==> src/rtl/rtca_pkg.sv <==
`timescale 1ns/1ps
package rtca_pkg;
  parameter int unsigned REG_W    = 8;
  parameter int unsigned NUM_FLD  = 4;
  parameter int unsigned SEL_W    = $clog2(NUM_FLD);
  parameter int unsigned FLAG_POS = REG_W - 1;
  parameter int unsigned SEC_W    = 7;
  parameter int unsigned MIN_W    = 7;
  parameter int unsigned HOUR_W   = 6;
  parameter int unsigned DATE_W   = 6;
  parameter int unsigned SEC_MAX  = 59;
  parameter int unsigned MIN_MAX  = 59;
  parameter int unsigned HOUR_MAX = 23;

  typedef enum logic [SEL_W-1:0] {
    FLD_SEC  = 2'd0,
    FLD_MIN  = 2'd1,
    FLD_HOUR = 2'd2,
    FLD_DATE = 2'd3
  } fld_e;

  typedef enum logic [2:0] {
    RATE_MONTH = 3'd0,
    RATE_DAY   = 3'd1,
    RATE_HOUR  = 3'd2,
    RATE_MIN   = 3'd3,
    RATE_SEC   = 3'd4
  } rate_e;

  // decimal value of a BCD field occupying the low w bits of d
  function automatic int unsigned bcd_val(input logic [REG_W-1:0] d, input int unsigned w);
    int unsigned raw;
    int unsigned hi;
    raw = 32'(d);
    hi  = (raw >> 4) & ((32'd1 << (w - 4)) - 32'd1);
    return hi * 10 + (raw & 32'hF);
  endfunction

  function automatic logic wr_ok(input fld_e k, input logic [REG_W-1:0] d);
    case (k)
      FLD_SEC:  return bcd_val(d, SEC_W)  <= SEC_MAX;
      FLD_MIN:  return bcd_val(d, MIN_W)  <= MIN_MAX;
      FLD_HOUR: return bcd_val(d, HOUR_W) <= HOUR_MAX;
      FLD_DATE: return d[DATE_W-1:0] != '0;
      default:  return 1'b0;
    endcase
  endfunction
endpackage

==> src/rtl/rtca_field_reg.sv <==
`timescale 1ns/1ps
module rtca_field_reg
  import rtca_pkg::*;
#(
  parameter fld_e KIND = FLD_SEC
) (
  input  logic             clk,
  input  logic             rst_n,
  input  logic             sel_wr,
  input  logic [REG_W-1:0] wr_data,
  output logic [REG_W-1:0] q
);
  logic ld_en;

  // load enable: selected and in range for this field kind
  always_comb begin
    ld_en = sel_wr && wr_ok(KIND, wr_data);
  end

  always_ff @(posedge clk or negedge rst_n) begin
    if (!rst_n) begin
      q <= '0;
    end else if (ld_en) begin
      q <= wr_data;
    end
  end
endmodule

==> src/rtl/rtca_rate_decode.sv <==
`timescale 1ns/1ps
module rtca_rate_decode
  import rtca_pkg::*;
(
  input  logic [NUM_FLD-1:0] flags,  // bit index follows fld_e
  output rate_e              rate
);
  always_comb begin
    case (flags)
      4'b0000: rate = RATE_MONTH;
      4'b1000: rate = RATE_DAY;
      4'b1100: rate = RATE_HOUR;
      4'b1110: rate = RATE_MIN;
      default: rate = RATE_SEC;
    endcase
  end
endmodule

==> src/rtl/rtca_match.sv <==
`timescale 1ns/1ps
module rtca_match
  import rtca_pkg::*;
(
  input  logic              clk,
  input  logic              rst_n,
  input  logic              tick,
  input  rate_e             rate,
  input  logic [SEC_W-1:0]  al_sec,
  input  logic [MIN_W-1:0]  al_min,
  input  logic [HOUR_W-1:0] al_hour,
  input  logic [DATE_W-1:0] al_date,
  input  logic [SEC_W-1:0]  tod_sec,
  input  logic [MIN_W-1:0]  tod_min,
  input  logic [HOUR_W-1:0] tod_hour,
  input  logic [DATE_W-1:0] tod_date,
  output logic              irq
);
  logic eq_s, eq_m, eq_h, eq_d;
  logic hit;
  logic irq_d;

  always_comb begin
    eq_s = (al_sec  == tod_sec);
    eq_m = (al_min  == tod_min);
    eq_h = (al_hour == tod_hour);
    eq_d = (al_date == tod_date);
    case (rate)
      RATE_MONTH: hit = eq_d && eq_h && eq_m && eq_s;
      RATE_DAY:   hit = eq_h && eq_m && eq_s;
      RATE_HOUR:  hit = eq_m && eq_s;
      RATE_MIN:   hit = eq_s;
      default:    hit = 1'b1;
    endcase
    irq_d = tick && hit;
  end

  always_ff @(posedge clk or negedge rst_n) begin
    if (!rst_n) begin
      irq <= 1'b0;
    end else begin
      irq <= irq_d;
    end
  end
endmodule

==> src/rtl/rtca_alarm_top.sv <==
`timescale 1ns/1ps
module rtca_alarm_top
  import rtca_pkg::*;
(
  input  logic              clk,
  input  logic              rst_n,
  input  logic              wr_en,
  input  logic [SEL_W-1:0]  wr_sel,
  input  logic [REG_W-1:0]  wr_data,
  input  logic [SEL_W-1:0]  rd_sel,
  output logic [REG_W-1:0]  rd_data,
  input  logic [SEC_W-1:0]  tod_sec,
  input  logic [MIN_W-1:0]  tod_min,
  input  logic [HOUR_W-1:0] tod_hour,
  input  logic [DATE_W-1:0] tod_date,
  input  logic              tick,
  output logic              alarm_irq
);
  logic [NUM_FLD-1:0][REG_W-1:0] alm_q;
  logic [NUM_FLD-1:0]            flags;
  rate_e                         rate;

  for (genvar i = 0; i < NUM_FLD; i++) begin : g_fld
    localparam fld_e K = fld_e'(SEL_W'(i));
    logic sel_wr;
    always_comb begin
      sel_wr = wr_en && (wr_sel == SEL_W'(i));
    end
    rtca_field_reg #(.KIND(K)) u_reg (
      .clk     (clk),
      .rst_n   (rst_n),
      .sel_wr  (sel_wr),
      .wr_data (wr_data),
      .q       (alm_q[i])
    );
    assign flags[i] = alm_q[i][FLAG_POS];
  end

  always_comb begin
    rd_data = alm_q[rd_sel];
  end

  rtca_rate_decode u_rate (
    .flags (flags),
    .rate  (rate)
  );

  rtca_match u_match (
    .clk      (clk),
    .rst_n    (rst_n),
    .tick     (tick),
    .rate     (rate),
    .al_sec   (alm_q[FLD_SEC][SEC_W-1:0]),
    .al_min   (alm_q[FLD_MIN][MIN_W-1:0]),
    .al_hour  (alm_q[FLD_HOUR][HOUR_W-1:0]),
    .al_date  (alm_q[FLD_DATE][DATE_W-1:0]),
    .tod_sec  (tod_sec),
    .tod_min  (tod_min),
    .tod_hour (tod_hour),
    .tod_date (tod_date),
    .irq      (alarm_irq)
  );
endmodule

==> config.mk <==
export PLATFORM = sky130hd
export DESIGN_NAME = rtca_alarm_top
export DESIGN_NICKNAME = d
export VERILOG_FILES = /design/src/rtl/rtca_pkg.sv /design/src/rtl/rtca_field_reg.sv /design/src/rtl/rtca_rate_decode.sv /design/src/rtl/rtca_match.sv /design/src/rtl/rtca_alarm_top.sv
export SDC_FILE = /design/constraint.sdc
export NUM_CORES = 1
export LEC_CHECK = 0
export BUFFER_PORTS_ARGS = -buffer_cell sky130_fd_sc_hd__buf_2
export CORE_MARGIN = 2
export CORE_UTILIZATION = 38
export CTS_BUF_LIST = sky130_fd_sc_hd__clkbuf_4 sky130_fd_sc_hd__clkbuf_8
export DETAILED_ROUTE_END_ITERATION = 6
export SYNTH_ARGS = -nofsm -noshare
export SYNTH_HDL_FRONTEND = slang
export SYNTH_SLANG_ARGS = --single-unit
==> constraint.sdc <==
create_clock -name clk -period 1.65 [get_ports clk]
set_input_delay 0.2475 -clock clk [delete_from_list [all_inputs] [get_ports clk]]
set_output_delay 0.2475 -clock clk [all_outputs]
set_load 0.005 [all_outputs]
==> impl_metrics.tcl <==
set metrics [dict create \
    status "finished with violations" \
    violations "setup timing" \
    worst_pin_slew_ns 0.417 \
    swShare_pct 28.8 \
    syn_nets 209 \
    io-pin-count 51 \
    cts.sink_count 33 \
    required_ns 1.82 \
    areaGrowthSynthToFinish_pct 44.2 \
    endpoint_kind "flip-flop" \
    viasPerCell 5.07 \
    rsz0062_at_grt "yes" \
    net-switching-power_w 0.000916 \
    min_path_type "in2reg" \
    synth_cells 159 \
    max_cap_viol_count 0 \
    via_count 1597 \
    setup_slack_ns -0.295 \
    die_x_um 77.5 \
    place_area_um2 2660 \
    finalWirelength_um 5240 \
    numPlacedInstances 300 \
    fillers 443 \
    htree_levels 2 \
    place.gp.congestion 0.906 \
    synth_edf_count 0 \
    avgSynthCellArea_um2 12.9 \
    p_leak_nw 1.35 \
    synth-seq-cells 33 \
    arrival_ns 2.11 \
    placementRows 26 \
    stdcell_area_um2 2960 \
    peakVddDrop_uv 399 \
    numCtsBuffers 5 \
    grt_antenna_before_repair 0 \
    synth_cell_types 36 \
    cts_buffer_depth 2 \
    ant_nets 0 \
    finalMaxSlewViolations 0 \
    grt_overflow 0 \
    timing.fmax_mhz 514 \
    drt-initial-drc-count 99 \
    regArea_um2 826 \
    multi_input_area_um2 1350 \
    finish.utilization_pct 57.2 \
    crit_chain "buf_8, ha_4, inv_2, fa_2, nor2b_1, a221oi_2, o21ai_4, a21oi_4, buf_12, mux2_4" \
    power_frac_clock_pct 25.0 \
    die_h_um 77.5 \
    clk-insertion-delay-late_ns 0.28 \
    diodes 0 \
    mostFrequentLayoutCells "47 x buf_2, 33 x dfrtp_1, 26 x buf_4" \
    core_region_area_um2 5170 \
    power_density_nw_per_um2 1070 \
    combPwrFrac_pct 34.7 \
    r2r_start "g_fld[3].u_reg.q[5]" \
    grt_usage_pct 19.2 \
    fin_crit_sh_pct 118 \
    internal-power_w 0.00226 \
    p_seq_share_pct 40.3 \
    firstDrtPassIters 4 \
    start_util_pct 39.7 \
    synthArstFlopShare_pct 100 \
    synth-seq-area-share_pct 40.2 \
    hpwl_um 4060 \
    final_common_cell "buf_2" \
    yosys_warnings 0 \
    fin_setup_tns_ns -5.24 \
    fin_cells 315 \
    synthFlopType "dfrtp_1" \
    cp_max_fo 8 \
    grt_pass1_vias 1713 \
    root_buffer "clkbuf_8" \
    crit_type "in2reg" \
    finalSetupViolCount 24 \
    post-route-drc-count 0 \
    drive_gt1_share_pct 59.2 \
    startpoint "wr_data[4]" \
    nNetsFinal 294 \
    skew_ns 0.00486 \
    hp-start "tick" \
    startpoint_type "input port" \
    path_delay_family "adder cells" \
    cts_tree "done" \
    numPortBuffers 50 \
    cpPeakStageDelay_ns 0.52 \
    clkTransAtPathRegs_ns 0.07 \
    worst_path_max_delay_cell "fa_2" \
    die_area_um2 6010 \
    min_period_ns 1.95 \
    grt_start_max_net_pins 34 \
    grt_pass1_wl_um 8800 \
    crit_buf_inv 3 \
    syn_area_um2 2050 \
    slew_headroom_pct 72.2 \
    wl_per_cell_um 16.6 \
    hold_viol_final 0 \
]
kinds of logic after synthesis:
group / synth area share [%]
buffers and inverters: 2.74
XOR/XNOR: 11.5
AO/OA/AOI/OAI: 8.17
AND/OR/NAND/NOR: 5.42
flip-flops: 40.2
adder cells (fa/ha/maj): 5.24
multiplexers: 26.7
final cells by class:
class	count	area share [%]
Multi-Input combinational cell	113	45.6
Sequential cell	33	27.9
Timing Repair Buffer	81	18.3
Clock buffer	7	3.04
Tap cell	70	2.96
Inverter	10	1.27
Clock inverter	1	1.01
registers in the layout (all words and copies together) (netlist names):
| register | cells |
|---|---|
| g_fld.u_reg.q | 32 |
| u_match.irq | 1 |
per-layer routing:
| metal | global-route usage (%) | wire [um] | vias up |
|---|---|---|---|
| met5 | 0 | 0 | - |
| met4 | 6.96 | 85 | 0 |
| met3 | 2.44 | 166 | 7 |
| met2 | 33.0 | 2620 | 43 |
| met1 | 24.7 | 2370 | 792 |
| li1 | - | - | 755 |
through the flow:
step | hold WS (ns) | total power, W | worst slack (ns)
after floorplan | -0.0481 | 0.00193 | -0.488
after global placement | 0.304 | 0.00229 | -0.815
after detailed placement | 0.297 | 0.00232 | -0.849
after CTS | 0.199 | 0.00319 | -0.292
after global routing | 0.202 | 0.00336 | -0.369
final | 0.206 | 0.00318 | -0.295
cell usage after synthesis (2+ instances only):
master / instances / area [um2]
a21oi_1: 5 / 25.0
clkbuf_1: 2 / 7.51
dfrtp_1: 33 / 826
ha_1: 7 / 87.6
inv_1: 10 / 37.5
mux2_2: 22 / 248
mux2_4: 8 / 120
mux4_2: 8 / 180
nand2_1: 2 / 7.51
nand3_1: 2 / 10.0
nand4_1: 3 / 18.8
nor2_1: 2 / 7.51
nor4_1: 4 / 25.0
o21ai_0: 2 / 10.0
o22ai_1: 3 / 18.8
xnor2_1: 15 / 131
xor2_1: 12 / 105
worst register-to-register path, cell delays in order (launching register included):
cell,delay (ns)
dfrtp_1,0.40
xor2_1,0.16
nor4_1,0.38
a32o_1,0.22
nand3_1,0.07
a21oi_1,0.16
worst paths after layout:
| path | endpoint | slack (ns) | cells after the start |
|---|---|---|---|
| max | g_fld[0].u_reg.q[3] | -0.30 | 10 |
| min | u_match.irq | 0.21 | 3 |
| max reg2reg | u_match.irq | 0.17 | 5 |
| min reg2reg | g_fld[2].u_reg.q[6] | 0.51 | 1 |
| max in group asynchronous | g_fld[2].u_reg.q[6] | 0.83 | 3 |
| min in group asynchronous | g_fld[2].u_reg.q[0] | 0.51 | 3 |
power groups by stage:
stage	registers [W]	logic [W]	clock network, W
floorplan	0.00121	0.000715	0
global placement	0.00128	0.00101	0
detailed placement	0.00129	0.00102	0
CTS	0.00128	0.00110	0.000810
global route	0.00132	0.00120	0.000844
finish	0.00128	0.00110	0.000796
timing repair:
action                                  CTS  global route
pin swaps                                11             7
gates resized for setup                  23             3
hold buffers                              1             0
hold endpoints to repair                 12             0
endpoints found under the setup margin   24            24
setup buffers                             5             1
(Power assumes the default switching activity.)
